===== src/rtl/bfx_pkg.sv =====
package bfx_pkg;

  // Strobes sent from control to the datapath each cycle.
  typedef struct packed {
    logic load;   // capture a new field and flags
    logic clear;  // zero all output registers
  } bfxStrobe_t;

endpackage


===== src/rtl/bfx_ctrl.sv =====
module bfx_ctrl
  import bfx_pkg::*;
(
  input  logic       clk,
  input  logic       rst,
  input  logic       inValid,
  output bfxStrobe_t strobe,
  output logic       outValid
);

  always_comb begin
    strobe.clear = rst;
    strobe.load  = inValid & ~rst;
  end

  always_ff @(posedge clk) begin
    if (rst) outValid <= 1'b0;
    else     outValid <= inValid;
  end

  // output valid follows input valid by exactly one cycle
  a_r9_valid_latency: assert property (@(posedge clk) disable iff (rst)
    inValid |=> outValid);
  a_r9_idle_no_valid: assert property (@(posedge clk) disable iff (rst)
    !inValid |=> !outValid);

endmodule


===== src/rtl/bfx_datapath.sv =====
module bfx_datapath
  import bfx_pkg::*;
#(
  parameter int DATA_W = 32,
  localparam int OFS_W = $clog2(DATA_W)
) (
  input  logic              clk,
  input  logic              rst,
  input  bfxStrobe_t        strobe,
  input  logic [DATA_W-1:0] srcWord,
  input  logic [OFS_W-1:0]  fieldOfs,
  input  logic [OFS_W-1:0]  fieldWid,
  input  logic              xIn,
  output logic [DATA_W-1:0] result,
  output logic              nFlag,
  output logic              zFlag,
  output logic              vFlag,
  output logic              cFlag,
  output logic              xFlag
);

  localparam logic [OFS_W:0] FULL_LEN = (OFS_W+1)'(DATA_W);

  logic [2*DATA_W-1:0] doubled;
  logic [DATA_W-1:0]   rotated;
  logic [OFS_W:0]      wLen;
  logic [OFS_W:0]      dropBits;
  logic [DATA_W-1:0]   fieldVal;
  logic [OFS_W-1:0]    topIdx;

  // Rotate so that the field's leading bit lands on the MSB; the doubled
  // word makes positions past the end wrap back to the start.
  assign doubled = {srcWord, srcWord};
  assign rotated = doubled[2*DATA_W-1-fieldOfs -: DATA_W];

  // Width code zero means full width.
  assign wLen     = (fieldWid == '0) ? FULL_LEN : {1'b0, fieldWid};
  assign dropBits = FULL_LEN - wLen;
  assign fieldVal = rotated >> dropBits;     // right-justify, zero-fill
  assign topIdx   = OFS_W'(wLen - 1'b1);

  always_ff @(posedge clk) begin
    if (strobe.clear) begin
      result <= '0;
      nFlag  <= 1'b0;
      zFlag  <= 1'b0;
      vFlag  <= 1'b0;
      cFlag  <= 1'b0;
      xFlag  <= 1'b0;
    end else if (strobe.load) begin
      result <= fieldVal;
      nFlag  <= rotated[DATA_W-1];          // leading bit of field
      zFlag  <= (fieldVal == '0);
      vFlag  <= 1'b0;
      cFlag  <= 1'b0;
      xFlag  <= xIn;
    end
  end

  // nothing above the field width survives
  a_r3_upper_zero: assert property (@(posedge clk) disable iff (rst)
    strobe.load |=> ((result >> $past(wLen)) == '0));
  // N tracks the top bit of the stored field
  a_r5_n_is_top: assert property (@(posedge clk) disable iff (rst)
    strobe.load |=> (nFlag == result[$past(topIdx)]));
  // Z agrees with the stored result
  a_r6_z_matches: assert property (@(posedge clk) disable iff (rst)
    strobe.load |=> (zFlag == (result == '0)));
  // X comes from the input sampled with the request
  a_r8_x_pass: assert property (@(posedge clk) disable iff (rst)
    strobe.load |=> (xFlag == $past(xIn)));
  // outputs hold while idle
  a_r9_hold: assert property (@(posedge clk) disable iff (rst)
    (!strobe.load && !strobe.clear) |=> ($stable(result) && $stable(nFlag) && $stable(zFlag) && $stable(xFlag)));
  // reset clears the registers
  a_r10_reset_clear: assert property (@(posedge clk)
    strobe.clear |=> (result == '0 && !nFlag && !zFlag && !xFlag));

endmodule


===== src/rtl/bit_field_extract.sv =====
module bit_field_extract
  import bfx_pkg::*;
#(
  parameter int DATA_W = 32,
  localparam int OFS_W = $clog2(DATA_W)
) (
  input  logic              clk,
  input  logic              rst,
  input  logic              inValid,
  input  logic [DATA_W-1:0] srcWord,
  input  logic [OFS_W-1:0]  fieldOfs,
  input  logic [OFS_W-1:0]  fieldWid,
  input  logic              xIn,
  output logic              outValid,
  output logic [DATA_W-1:0] result,
  output logic              nFlag,
  output logic              zFlag,
  output logic              vFlag,
  output logic              cFlag,
  output logic              xFlag
);

  bfxStrobe_t strobe;

  bfx_ctrl uCtrl (
    .clk      (clk),
    .rst      (rst),
    .inValid  (inValid),
    .strobe   (strobe),
    .outValid (outValid)
  );

  bfx_datapath #(.DATA_W(DATA_W)) uData (
    .clk      (clk),
    .rst      (rst),
    .strobe   (strobe),
    .srcWord  (srcWord),
    .fieldOfs (fieldOfs),
    .fieldWid (fieldWid),
    .xIn      (xIn),
    .result   (result),
    .nFlag    (nFlag),
    .zFlag    (zFlag),
    .vFlag    (vFlag),
    .cFlag    (cFlag),
    .xFlag    (xFlag)
  );

  // overflow and carry never set
  a_r7_vc_low: assert property (@(posedge clk) disable iff (rst)
    outValid |-> (!vFlag && !cFlag));

endmodule


===== config.mk =====
export PLATFORM = sky130hd
export DESIGN_NAME = bit_field_extract
export DESIGN_NICKNAME = d
export VERILOG_FILES = /design/src/rtl/bfx_pkg.sv /design/src/rtl/bfx_ctrl.sv /design/src/rtl/bfx_datapath.sv /design/src/rtl/bit_field_extract.sv
export SDC_FILE = /design/constraint.sdc
export NUM_CORES = 1
export LEC_CHECK = 0
export BUFFER_PORTS_ARGS = -buffer_cell sky130_fd_sc_hd__buf_2
export CELL_PAD_IN_SITES_DETAIL_PLACEMENT = 1
export CELL_PAD_IN_SITES_GLOBAL_PLACEMENT = 1
export CORE_UTILIZATION = 46
export DETAILED_ROUTE_END_ITERATION = 8
export GPL_TIMING_DRIVEN = 1
export PLACE_DENSITY = 0.91
export SLEW_MARGIN = 20
export SYNTH_ARGS = -nofsm -noshare
export SYNTH_HDL_FRONTEND = slang
export SYNTH_SLANG_ARGS = --single-unit
export TNS_END_PERCENT = 30

===== constraint.sdc =====
create_clock -name clk -period 5.5 [get_ports clk]
set_clock_uncertainty 0.1 [all_clocks]
set_input_delay 1.1 -clock clk [delete_from_list [all_inputs] [get_ports clk]]
set_output_delay 1.1 -clock clk [all_outputs]
set_load 0.05 [all_outputs]

==> metrics.cfg <==
[run_status]
outcome=completed

[sta]
slew_viol_final=0
maxSlewHeadroom=0.409
clock.fmax_mhz=201
setup_violations=0
period_share=0.904
period_minus_slack_ns=4.97
tightest_slew_ns=0.883
hold_viol=0
finalSetupTns_ns=0
rsz0062_at_grt=no

[logic_synthesis]
synth-simple-area-share=0.122
synthMuxAreaShare=0.471
synth_top_family_by_area=multiplexers
synth_cell_types=64
async_reset_ff_frac=0
synth_top_cell_area_share=0.276
synth_top_area_cell=mux4_2
synth-edff-count=0
synth_xor_area_frac=0.0112
ys.flop_type=dfxtp_1
synth-adder-area-share=0.00199
synth_compound_area_frac=0.218
synth_area_per_cell_um2=9.30
ys_seq_area_frac=0.115
syn_area_um2=6280
ys_warn_count=0
ys_top_cells_by_count=mux4_2 (77), nor2_1 (76), mux2i_1 (54)
synth_cells=675
synth.most_common_cell=mux4_2
synth-seq-cells=36
synth_area_leaders=mux4_2 (28%), dfxtp_1 (11%), mux2i_1 (8.6%)

[layout]
final_nets=778
diodes=0
drive_gt1_frac=0.358
final_area_um2=7070
fillers=1549
area_growth_pct=12.6

[floorplan]
die_h_um=119
start_util=0.472
io_pins=84
core_um2=13300
die-area_um2=14100
num_rows=42
die_w_um=119

[clocking]
cts_max_level=2
post_cts_buffers=0
cts_tree=built
cts_repair_resize_count=0
holdBufCountCts=0
cts_sinks=36
path_clk_slew_ns=0.06
cts_root_buf=clkbuf_16
cts_buffer_depth=2
clock_latency_ns=0.28
numCtsBuffers=5

[drt]
drc=0
first_pass_iters=5
antenna_left=0
wl_per_cell_um=27.6
vias_per_cell=7.42
wl_mm=25.1
vias=6739
drt-initial-drc-count=825

[critical_path]
crit_type=in -> reg
startpoint_type=primary input
path_max_fanout=24
cp-end-kind=register
required_ns=5.62
cp.arrival_ns=5.09

[global_routing]
grt_max_degree=39
antenna_found_initial=0
first_global_vias=6698
grt.overflow.total=0
grt_usage=0.356
grt_pass1_wl_mm=39.1

[placement]
routabilityCongestion=1.07
portBuffers=81
dp.final_hpwl_mm=19.9
placed_cell_area_um2=6900

[power_and_ir_drop]
p_leak_nw=2.73
ir_drop_uv=108
power_mw=1.65
power_density_nw_per_um2=233

[hold_path]
hold_class=reg -> reg

[job]
cap_violations=0

-- cell usage in the layout (no fill, tap or decap), drive strengths merged, types with 8 or more instances in the layout --
cell / count
o211ai: 11
a21oi: 18
mux4: 77
nor2: 76
a211o: 8
or2: 15
nor3: 15
dfxtp: 36
mux2: 59
a211oi: 15
a22oi: 14
nand2: 35
nand3: 12
a221oi: 8
o22ai: 41
mux2i: 54
o21ai: 31
buf: 117
-- path summary, 6_finish.rpt --
kind | from | end | slack, ns | cells after the start
worst max-delay path | fieldOfs[1] | uData.zFlag | 0.53 | 12
worst min-delay path | uData.result[30] | uData.result[30] | 0.35 | 2
worst max register to register | uData.result[4] | uData.result[4] | 4.58 | 2
worst min register to register | uData.result[30] | uData.result[30] | 0.35 | 2
-- layer usage --
metal | track usage | routed length (µm) | part of all wire | vias to the layer above
li1 | - | - | - | 2846
met1 | 0.435 | 9440 | 0.38 | 3393
met2 | 0.631 | 12800 | 0.51 | 410
met3 | 0.0335 | 1650 | 0.066 | 90
met4 | 0.168 | 1230 | 0.049 | 0
met5 | 0 | 0 | 0 | -
-- worst max-delay path, stage by stage --
cell and delay [ns]:
buf_4 0.19, buf_12 0.22, buf_4 0.17, mux2_4 0.31
mux4_2 0.54, mux4_2 0.54, mux4_2 0.53, mux4_2 0.47
a32oi_1 0.23, nand4_1 0.18, nor4b_1 0.39, a32o_1 0.21
-- logic make-up (layout without fill, tap and decap cells) --
group	Yosys count	count (layout)
compound gates	191	191
simple gates	171	171
buf+inv	77	133
other cells	1	2
flops	36	36
mux	190	190
xor+xnor	8	8
fa+ha+maj	1	1
-- power breakdown --
group | switching, mW | total, mW | internal (mW)
logic | 0.634 | 1.03 | 0.400
registers | 0.0106 | 0.292 | 0.281
clock network | 0.110 | 0.323 | 0.213
-- final cells by class --
class,instances,area (µm²),share of cell area
Multi-Input combinational cell,563,5200,0.736
Timing Repair Buffer,117,728,0.103
Sequential cell,36,721,0.102
Tap cell,176,220,0.0312
Clock buffer,5,125,0.0177
Clock inverter,3,42.5,0.00602
Inverter,8,30.0,0.00425
-- metrics by stage --
stage / hold slack, ns / worst slack [ns] / util / cells
floorplan: 0.571 / 0.507 / - / 676
global placement: 0.341 / 0.395 / 0.519 / 900
detailed placement: 0.352 / 0.314 / 0.519 / 900
CTS: 0.359 / 0.547 / 0.532 / 908
global route: 0.386 / 0.389 / 0.532 / 908
finish: 0.353 / 0.529 / 0.532 / 908
-- state kept, by name, summed over array words and instances, names as in the netlist --
name and cells:
uCtrl.outValid 1, uData.result 32, uData.xFlag 1, uData.zFlag 1, uData.nFlag 1
No activity file was read; power rests on OpenSTA's default activity.
